**src/rtl/can_rxw_pkg.sv**
```systemverilog
package can_rxw_pkg;

  localparam int IDX_W   = 6;
  localparam int FILL_W  = 7;
  localparam int WADDR_W = 14;
  localparam int TS_W    = 16;

  function automatic logic [5:0] elem_words(input logic [4:0] dw, input int maxdw);
    int d;
    d = int'(dw);
    if (d == 0) d = 1;
    if (d > maxdw) d = maxdw;
    return 6'(d + 2);
  endfunction

  function automatic logic [WADDR_W-1:0] elem_base(input logic [13:0] start_w,
                                                   input logic [IDX_W-1:0] put,
                                                   input logic [5:0] ew);
    return start_w + WADDR_W'(put) * WADDR_W'(ew);
  endfunction

  function automatic logic [31:0] hdr_word0(input logic esi, input logic xtd,
                                            input logic rtr, input logic fdf,
                                            input logic rrs, input logic [28:0] id);
    logic [28:0] idf;
    idf = xtd ? id : {id[10:0], 18'b0};
    return {esi, xtd, (fdf ? rrs : rtr), idf};
  endfunction

  function automatic logic [31:0] hdr_word1(input logic [TS_W-1:0] ts,
                                            input logic [3:0] dlc, input logic fdf);
    return {10'b0, fdf, 1'b0, dlc, ts};
  endfunction

  function automatic logic [IDX_W-1:0] next_idx(input logic [IDX_W-1:0] idx,
                                                input logic [FILL_W-1:0] size);
    return ((FILL_W'(idx) + 7'd1) >= size) ? '0 : idx + 6'd1;
  endfunction

  function automatic logic [FILL_W-1:0] release_count(input logic [IDX_W-1:0] get,
                                                      input logic [IDX_W-1:0] ack,
                                                      input logic [FILL_W-1:0] size);
    logic [7:0] g, a, s;
    g = 8'(get);
    a = 8'(ack);
    s = 8'(size);
    if (a >= g) return FILL_W'(a - g + 8'd1);
    else        return FILL_W'(a + s - g + 8'd1);
  endfunction

endpackage

```
**src/rtl/rxw_tstamp.sv**
```systemverilog
module rxw_tstamp
  import can_rxw_pkg::*;
(
  input  logic            clk,
  input  logic            rst_n,
  input  logic            tick,
  input  logic            sel_ext,
  input  logic [TS_W-1:0] ext,
  output logic [TS_W-1:0] ts_now
);
  logic [TS_W-1:0] cnt_q;

  always_ff @(posedge clk) begin
    if (!rst_n)    cnt_q <= '0;
    else if (tick) cnt_q <= cnt_q + 1'b1;
  end

  assign ts_now = sel_ext ? ext : cnt_q;
endmodule

```
**src/rtl/rxw_fifo_ctl.sv**
```systemverilog
module rxw_fifo_ctl
  import can_rxw_pkg::*;
(
  input  logic              clk,
  input  logic              rst_n,
  input  logic [FILL_W-1:0] size,
  input  logic              push,
  input  logic              drop,
  input  logic              ack_we,
  input  logic [IDX_W-1:0]  ack_idx,
  output logic [IDX_W-1:0]  put_q,
  output logic [IDX_W-1:0]  get_q,
  output logic [FILL_W-1:0] fill_q,
  output logic              full,
  output logic              lost_q
);
  logic [FILL_W-1:0] rel;
  logic              ack_ok;
  logic [FILL_W-1:0] dec;

  assign rel    = release_count(get_q, ack_idx, size);
  assign ack_ok = ack_we && (FILL_W'(ack_idx) < size) && (fill_q != '0) && (rel <= fill_q);
  assign dec    = ack_ok ? rel : '0;
  assign full   = (fill_q >= size);

  always_ff @(posedge clk) begin
    if (!rst_n) begin
      put_q  <= '0;
      get_q  <= '0;
      fill_q <= '0;
      lost_q <= 1'b0;
    end else begin
      if (push)   put_q <= next_idx(put_q, size);
      if (ack_ok) get_q <= next_idx(ack_idx, size);
      fill_q <= fill_q + FILL_W'(push) - dec;
      if (drop)   lost_q <= 1'b1;
    end
  end
endmodule

```
**src/rtl/rxw_elem_writer.sv**
```systemverilog
module rxw_elem_writer
  import can_rxw_pkg::*;
#(
  parameter int MAX_DWORDS = 16,
  parameter int SEL_W      = 1
) (
  input  logic                    clk,
  input  logic                    rst_n,
  input  logic                    go,
  input  logic [SEL_W-1:0]        go_sel,
  input  logic [31:0]             hdr0_in,
  input  logic [31:0]             hdr1_in,
  input  logic [MAX_DWORDS*32-1:0] data_in,
  input  logic [WADDR_W-1:0]      base_in,
  input  logic [5:0]              ew_in,
  output logic                    busy,
  output logic                    done,
  output logic [SEL_W-1:0]        done_sel,
  output logic                    mem_we,
  output logic [WADDR_W-1:0]      mem_addr,
  output logic [31:0]             mem_wdata
);
  localparam int DIX_W = (MAX_DWORDS > 1) ? $clog2(MAX_DWORDS) : 1;

  logic [31:0]         dw_q [MAX_DWORDS];
  logic [31:0]         h0_q, h1_q;
  logic [WADDR_W-1:0]  base_q;
  logic [5:0]          ew_q, k_q;
  logic [SEL_W-1:0]    sel_q;
  logic [5:0]          didx;

  generate
    for (genvar j = 0; j < MAX_DWORDS; j++) begin : g_lat
      always_ff @(posedge clk) begin
        if (go) dw_q[j] <= data_in[j*32 +: 32];
      end
    end
  endgenerate

  always_ff @(posedge clk) begin
    if (!rst_n) begin
      busy   <= 1'b0;
      k_q    <= '0;
      ew_q   <= 6'd3;
      base_q <= '0;
      h0_q   <= '0;
      h1_q   <= '0;
      sel_q  <= '0;
    end else if (go) begin
      busy   <= 1'b1;
      k_q    <= '0;
      ew_q   <= ew_in;
      base_q <= base_in;
      h0_q   <= hdr0_in;
      h1_q   <= hdr1_in;
      sel_q  <= go_sel;
    end else if (busy) begin
      if (done) busy <= 1'b0;
      else      k_q  <= k_q + 6'd1;
    end
  end

  assign didx      = k_q - 6'd2;
  assign done      = busy && (k_q == ew_q - 6'd1);
  assign done_sel  = sel_q;
  assign mem_we    = busy;
  assign mem_addr  = base_q + WADDR_W'(k_q);
  assign mem_wdata = (k_q == 6'd0) ? h0_q :
                     (k_q == 6'd1) ? h1_q : dw_q[didx[DIX_W-1:0]];

  logic unused_hi;
  assign unused_hi = ^didx;
endmodule

```
**src/rtl/can_rxfifo_writer.sv**
```systemverilog
module can_rxfifo_writer
  import can_rxw_pkg::*;
#(
  parameter int NUM_FIFO   = 2,
  parameter int MAX_DWORDS = 16,
  localparam int SEL_W     = (NUM_FIFO > 1) ? $clog2(NUM_FIFO) : 1
) (
  input  logic                               clk,
  input  logic                               rst_n,
  input  logic                               frm_valid,
  output logic                               frm_ready,
  input  logic [SEL_W-1:0]                   frm_sel,
  input  logic                               frm_esi,
  input  logic                               frm_xtd,
  input  logic                               frm_rtr,
  input  logic                               frm_fdf,
  input  logic                               frm_rrs,
  input  logic [28:0]                        frm_id,
  input  logic [3:0]                         frm_dlc,
  input  logic [MAX_DWORDS*32-1:0]           frm_data,
  input  logic                               ts_tick,
  input  logic                               ts_sel_ext,
  input  logic [15:0]                        ts_ext,
  input  logic [NUM_FIFO-1:0][15:0]          cfg_start,
  input  logic [NUM_FIFO-1:0][6:0]           cfg_size,
  input  logic [NUM_FIFO-1:0][4:0]           cfg_dwords,
  input  logic                               ack_we,
  input  logic [SEL_W-1:0]                   ack_sel,
  input  logic [5:0]                         ack_idx,
  output logic                               mem_we,
  output logic [13:0]                        mem_addr,
  output logic [31:0]                        mem_wdata,
  output logic [NUM_FIFO-1:0][6:0]           fill,
  output logic [NUM_FIFO-1:0]                full,
  output logic [NUM_FIFO-1:0]                lost,
  output logic [NUM_FIFO-1:0][5:0]           put_idx,
  output logic [NUM_FIFO-1:0][5:0]           get_idx
);
  logic [TS_W-1:0]    ts_now;
  logic               busy;
  logic               ev_accept, ev_drop, ev_go, ev_done;
  logic [SEL_W-1:0]   done_sel;
  logic [5:0]         sel_ew;
  logic [WADDR_W-1:0] sel_base;
  logic [31:0]        h0, h1;

  rxw_tstamp u_ts (
    .clk(clk), .rst_n(rst_n), .tick(ts_tick), .sel_ext(ts_sel_ext),
    .ext(ts_ext), .ts_now(ts_now)
  );

  assign frm_ready = !busy;
  assign ev_accept = frm_valid && frm_ready;
  assign ev_drop   = ev_accept && full[frm_sel];
  assign ev_go     = ev_accept && !full[frm_sel];

  assign sel_ew   = elem_words(cfg_dwords[frm_sel], MAX_DWORDS);
  assign sel_base = elem_base(cfg_start[frm_sel][15:2], put_idx[frm_sel], sel_ew);
  assign h0       = hdr_word0(frm_esi, frm_xtd, frm_rtr, frm_fdf, frm_rrs, frm_id);
  assign h1       = hdr_word1(ts_now, frm_dlc, frm_fdf);

  generate
    for (genvar i = 0; i < NUM_FIFO; i++) begin : g_fifo
      logic push_i, drop_i, ack_i;
      assign push_i = ev_done && (done_sel == SEL_W'(i));
      assign drop_i = ev_drop && (frm_sel == SEL_W'(i));
      assign ack_i  = ack_we && (ack_sel == SEL_W'(i));
      rxw_fifo_ctl u_ctl (
        .clk(clk), .rst_n(rst_n), .size(cfg_size[i]), .push(push_i),
        .drop(drop_i), .ack_we(ack_i), .ack_idx(ack_idx),
        .put_q(put_idx[i]), .get_q(get_idx[i]), .fill_q(fill[i]),
        .full(full[i]), .lost_q(lost[i])
      );
    end
  endgenerate

  rxw_elem_writer #(.MAX_DWORDS(MAX_DWORDS), .SEL_W(SEL_W)) u_wr (
    .clk(clk), .rst_n(rst_n), .go(ev_go), .go_sel(frm_sel),
    .hdr0_in(h0), .hdr1_in(h1), .data_in(frm_data), .base_in(sel_base),
    .ew_in(sel_ew), .busy(busy), .done(ev_done), .done_sel(done_sel),
    .mem_we(mem_we), .mem_addr(mem_addr), .mem_wdata(mem_wdata)
  );

  logic unused_start;
  always_comb begin
    unused_start = 1'b0;
    for (int i = 0; i < NUM_FIFO; i++) unused_start = unused_start ^ (^cfg_start[i][1:0]);
  end
endmodule

```
**config.mk**
```make
export PLATFORM = sky130hd
export DESIGN_NAME = can_rxfifo_writer
export DESIGN_NICKNAME = d
export VERILOG_FILES = /design/src/rtl/can_rxw_pkg.sv /design/src/rtl/rxw_tstamp.sv /design/src/rtl/rxw_fifo_ctl.sv /design/src/rtl/rxw_elem_writer.sv /design/src/rtl/can_rxfifo_writer.sv
export SDC_FILE = /design/constraint.sdc
export NUM_CORES = 1
export LEC_CHECK = 0
export ABC_AREA = 0
export ABC_CLOCK_PERIOD_IN_PS = 14500
export CORE_AREA = 2 2 285 287
export DETAILED_ROUTE_END_ITERATION = 10
export DIE_AREA = 0 0 287 289
export DONT_BUFFER_PORTS = 1
export SLEW_MARGIN = 40
export SYNTH_ARGS = -nofsm -noshare
export SYNTH_HDL_FRONTEND = slang
export SYNTH_SLANG_ARGS = --single-unit
```
**constraint.sdc**
```tcl
create_clock -name clk -period 14.5 [get_ports clk]
set_input_delay 2.9 -clock clk [delete_from_list [all_inputs] [get_ports clk]]
set_output_delay 2.9 -clock clk [all_outputs]
set_load 0.005 [all_outputs]
```
# Word level (Yosys, flattened, before mapping)
# Memory sizes are Yosys's and may differ from the RTL's.
# Cells that the tools add are included.
# word_totals
n_memories,1
mem_bits_rw,512
reg_bits,137
# op_classes
n_bitwise,5
mul,1
n_reduce_logical,24
order_cmp,14
n_mux,28
addsub,27
eq_ne,2
# memory_table
name,depth,word_bits,rd,rd_clocked_by_memory_dff,write_ports,line_no,source
u_wr.dw_q,16,32,1,0,16,rxw_elem_writer.sv:25,logic [31:0] dw_q [MAX_DWORDS];
# ops
cell,n
32-bit 2-to-1 mux,2
16-bit 2-to-1 mux,3
7-bit >= comparator,6
6-bit 2-to-1 mux,6
32-bit by 6-bit > comparator with 1-bit output (second input constant),1
29-bit 2-to-1 mux,1
7-bit by 1-bit adder with 7-bit output (second input constant),4
7-bit 2-to-1 mux,4
6-bit by 1-bit adder with 6-bit output (second input constant),4
6-bit by 1-bit adder with 7-bit output (second input constant),3
5-bit 2-to-1 mux,4
16-bit by 1-bit adder with 16-bit output (second input constant),1
1-bit logical AND,16
14-bit by 12-bit adder with 14-bit output,1
14-bit by 6-bit adder with 14-bit output,1
6-bit by 7-bit adder with 7-bit output,2
7-bit by 1-bit adder with 7-bit output,2
7-bit less-or-equal comparator,2
6-bit by 7-bit less-than comparator with 1-bit output,2
7-bit nonzero test,2
6-bit by 6-bit subtractor with 7-bit output,2
7-bit by 6-bit subtractor with 7-bit output,2
7-bit subtractor,2
6-bit >= comparator,2
14 further kinds,26

# Longest topological paths before layout
# depth
word_depth,9
ltp_mapped,27
ltp_nobuf,27

# Hierarchy
# Synthesis repeated with hierarchy kept, for this count alone.
# unflattened
hier_cells,2224
hier_area_um2,32565.0
# modules_own_cells
module,cells_each,instances,area_per_inst_um2,seq_area_each_um2
rxw_elem_writer,1215,1,23885.4,17216.5
rxw_fifo_ctl (g_fifo[1].u_ctl),316,1,2795.2,400.4
rxw_fifo_ctl (g_fifo[0].u_ctl),315,1,2708.8,400.4
can_rxfifo_writer,282,1,2274.7,0.0
rxw_tstamp,96,1,900.9,320.3

# Least setup slack after synthesis
# No wires, ideal clock.
# synth_timing
path_type,input -> register
start,in cfg_size[4] in the netlist's numbering
end,reg u_wr.base_q[3]
path_buffers,2
path_slack_ns,3.311
t_arrival_ns,10.748
t_required_ns,14.058
setup_ns,0.442
stages,10
cell_sequence,inv_1 > ha_1 > a21o_1 > a221oi_1 > o21ai_0 > o32a_1 > inv_2 > buf_2 > buf_2 > a211oi_1
# synth_via
elab_chain_len,5
# synth_lines
element,line_no,source
from (decl),can_rxfifo_writer.sv:25,"input logic [NUM_FIFO-1:0][6:0] cfg_size,"
7-bit >= comparator,rxw_fifo_ctl.sv:24,assign full = (fill_q >= size);
via g_fifo[0].u_ctl.full,rxw_fifo_ctl.sv:14,"output logic full,"
1-bit 2-to-1 mux (implied by the code) (2 in a row),can_rxfifo_writer.sv:55,assign ev_go = ev_accept && !full[frm_sel];
1-bit zero test,can_rxfifo_writer.sv:55,
1-bit logical AND,can_rxfifo_writer.sv:55,
via ev_go,can_rxfifo_writer.sv:41,"logic ev_accept, ev_drop, ev_go, ev_done;"
to (signal assigned),rxw_elem_writer.sv:53,base_q <= base_in;
to (decl),rxw_elem_writer.sv:27,logic [WADDR_W-1:0] base_q;
# The timed path passes the listed nets, and every way through them passes these cells. The select of a mux whose other input is x is not followed.
# A chain may end at the register's enable or synchronous reset.

# Worst setup path in the final report
# layout_timing
start,in cfg_dwords[1] in the netlist's numbering
end,reg u_wr.base_q[13]
# layout_via
elab_chain_len,9
# layout_lines
element,line_no,source
from (decl),can_rxfifo_writer.sv:26,"input logic [NUM_FIFO-1:0][4:0] cfg_dwords,"
5-bit 2-to-1 mux (implied by the code) * (2 in a row),can_rxfifo_writer.sv:57,"assign sel_ew = elem_words(cfg_dwords[frm_sel], MAX_DWORDS);"
5-bit zero test,can_rxw_pkg.sv:11,if (d == 0) d = 1;
5-bit 2-to-1 mux *,can_rxw_pkg.sv:11,
32-bit by 6-bit > comparator with 1-bit output,can_rxw_pkg.sv:12,if (d > maxdw) d = maxdw;
5-bit 2-to-1 mux *,can_rxw_pkg.sv:12,
6-bit by 3-bit adder with 6-bit output *,can_rxw_pkg.sv:13,return 6'(d + 2);
6-bit by 6-bit multiplier with 12-bit output *,can_rxw_pkg.sv:19,return start_w + WADDR_W'(put) * WADDR_W'(ew);
14-bit by 12-bit adder with 14-bit output *,can_rxw_pkg.sv:19,
# Mark *: on every way between the ends. The rest lies on a longest branch, timed or not. The select of a mux whose other input is x is not followed.

==> run summary <==
Outcome = complete, no violations
Power Density = 165 nW/um^2
Critical Path Sink Type = register
Reg2reg end = g_fifo[1].u_ctl.fill_q[6]
Sequential area share after synthesis = 0.572
Mapped Cells = 2229
Setup TNS = 0 ps
Total global-route track usage = 0.216
Drt drc = 0
Core area = 79900 sq um
Warnings from Yosys = 0
RSZ-0062 raised after global routing = false
Worst-path fanout max = 8
M3 GR Usage = 0.0676
Tightest Hold Check Type = reg2reg
First-pass GRT wire length = 130 mm
Yosys reg bits = 649
Worst-Skew Late Latency = 630 ps
Via count = 18.9k
Final worst slack = 6410 ps
Root buf cell = clkbuf_16
Depth of the worst hold-timing path = 2
Width of the die = 287 um
H-Tree Depth = 3
Cells resized by post-CTS repair = 0
DR vias/cell = 5.59
Average wire per standard cell = 27.3 um
Iteration-0 DRC Markers = 1249
Number of fill cells in the layout = 7119
RePlAce Congestion = 0.904
List of most frequent post-synthesis cells = edfxtp_1, ha_1, inv_1, mux4_2, nand2_1
Dpl hpwl = 71.0 mm
Site Rows = 104
# setup viols final = 0
Postcts setup bufs = 0
Largest net degree at the start of global routing = 134
Least-Margin Pin Slew = 936 ps
I/O Buffers = 0
Initial antenna violation count = 42
Top post-synthesis cells by area = edfxtp_1, mux4_2, dfxtp_1
Fin crit share = 0.558
Antenna viol nets, final = 0
Height of the die = 289 um
Placed insts = 3217
Final min period = 8090 ps
Slew Viols, Final = 0
Hold Worst Slack = 451 ps
Pre-CTS setup slack = 5820 ps
Met2 global-route usage = 0.378
Global route hottest layer = met2
Total CTS buffers = 73
Initial Utilization = 0.397
CTS hold repair buffers = 0
Worst Setup Path Type = in2reg
Max Cap Viol = 0
CTS tree = done
Flop2flop setup slack = 8610 ps
Leak Pwr = 0.0128 uW
Post-synth EDFFs = 512
Post-synthesis async set-or-reset flop share = 0
Max Clock Freq = 124 MHz
Cell Count, Final, Fillers Out = 3376
Vias in the first global route = 19.1k
Worst Hold End = u_wr.h0_q[4]
Worst reg-to-reg path cell count = 21
Critical Path RT = 15000 ps
GR Overflow Total = 0
Pre-antenna DRT Iters = 5
Crit path DAT = 8590 ps
Longest Clk Path Bufs = 3
Startpoint types = primary input
Post-synth cell types = 70
Area grow syn2layout = 11.7%
Die footprint = 82900 sq um
Final WL = 92.2 mm
Most frequent CP cell = inv_1
Clk sinks = 649
Worst path slowest cell = or4b_2
R2r startpoint = g_fifo[1].u_ctl.get_q[4]
I/O pin total = 726
Top_reg_cell synth = edfxtp_1
Worst-path clk slew = 60 ps
Yosys top cell by area = edfxtp_1
Share of cells above drive strength 1 = 0.147
Met1 usage = 0.254
Hold_sp = u_wr.h0_q[4]
Synth Area per Inst = 14.2 sq um
Count leader, synth = edfxtp_1
Mapped cell area = 31700 sq um
Yosys top cell area share = 0.485
Crit path cell chain = inv_1, o32ai_2, ha_1, xnor2_1, nor2_1, fa_1, inv_1, fa_1, inv_1, fa_1, inv_1, fa_1, inv_1, ha_1, and4_1, a211oi_1, o21ai_0, or4b_2, a31oi_1, nor2_1
Clock Skew = 51.1 ps
Hold Violations, Final = 0
Nets = 3095
Max VDD drop = 0.125 mV
Max_slew headroom = 0.369
Critical Path Max Stage Delay = 700 ps
worst max-delay path, delay by kind of cell:
family | cells | cell delay (ps)
AND/OR/NAND/NOR | 4 | 1100
AO/OA/AOI/OAI | 4 | 1250
adder cells (fa/ha/maj) | 6 | 2740
buffers and inverters | 5 | 250
XOR/XNOR | 1 | 330
kinds of logic after synthesis:
logic type | Yosys count | synth area share
other | 2 | 0.000237
AND/OR/NAND/NOR | 433 | 0.0645
buffers and inverters | 263 | 0.0328
flip-flops | 649 | 0.572
AO/OA/AOI/OAI | 338 | 0.0696
XOR/XNOR | 79 | 0.0218
multiplexers | 238 | 0.139
adder cells (fa/ha/maj) | 227 | 0.101
cells in the final DEF, fill, tap and decap left out, types with 22 or more instances in the layout:
master / count
a211oi_1: 42
a21oi_1: 87
clkbuf_1: 22
clkbuf_16: 74
dfxtp_1: 135
diode_2: 24
edfxtp_1: 512
fa_1: 47
ha_1: 179
inv_1: 163
mux2i_1: 68
mux4_2: 160
nand2_1: 148
nand2b_1: 24
nand3_1: 46
nor2_1: 101
o21ai_0: 61
xnor2_1: 40
xor2_1: 38
sequential cells by signal (all words and copies together), names as in the netlist, 12 cells and up:
signal / count
g_fifo.u_ctl.fill_q: 14
g_fifo.u_ctl.put_q: 12
u_wr.dw_q: 512
u_wr.h1_q: 21
u_wr.base_q: 14
u_ts.cnt_q: 16
u_wr.h0_q: 32
g_fifo.u_ctl.get_q: 12
per-layer routing:
metal	vias to the layer above	wire length, um
met2	724	48400
met3	155	7380
li1	8468	-
met5	-	207
met4	32	1950
met1	9488	34300
report_power, final:
part | switching [uW] | internal [uW] | leakage [uW] | total, uW
registers | 149 | 2430 | 0.00595 | 2580
clock network | 784 | 1080 | 0.00118 | 1860
logic | 818 | 582 | 0.00563 | 1400
total | 1750 | 4090 | 0.0128 | 5840
per-stage QoR:
stage	utilization	power, uW	cell area [sq um]
after detailed placement	0.412	4020	32900
after CTS	0.442	5900	35300
after floorplan	-	3690	31700
final	0.443	5840	35400
after global placement	0.411	3950	32800
after global routing	0.443	6120	35400
final cells by class:
| class | instances | area (sq um) | area share |
|---|---|---|---|
| flip-flops and latches | 649 | 18100 | 0.512 |
| multi-input cells | 1322 | 12600 | 0.356 |
| clock buffers | 98 | 1960 | 0.0554 |
| well taps | 1060 | 1330 | 0.0375 |
| inverters | 165 | 634 | 0.0179 |
| clock inverters | 37 | 472 | 0.0133 |
| repair buffers | 21 | 210 | 0.00594 |
| diodes | 24 | 60.1 | 0.00170 |
worst max path at each step:
stage	from	endpoint	slack, ps
after floorplan	cfg_size[4]	u_wr.base_q[3]	3310
after global placement	cfg_dwords[1]	u_wr.base_q[13]	5440
after detailed placement	cfg_dwords[1]	u_wr.base_q[13]	5820
after CTS	cfg_dwords[1]	u_wr.base_q[13]	6470
after global routing	cfg_dwords[1]	u_wr.base_q[13]	6110
final	cfg_dwords[1]	u_wr.base_q[13]	6410
No activity file was read; power rests on OpenSTA's default activity.
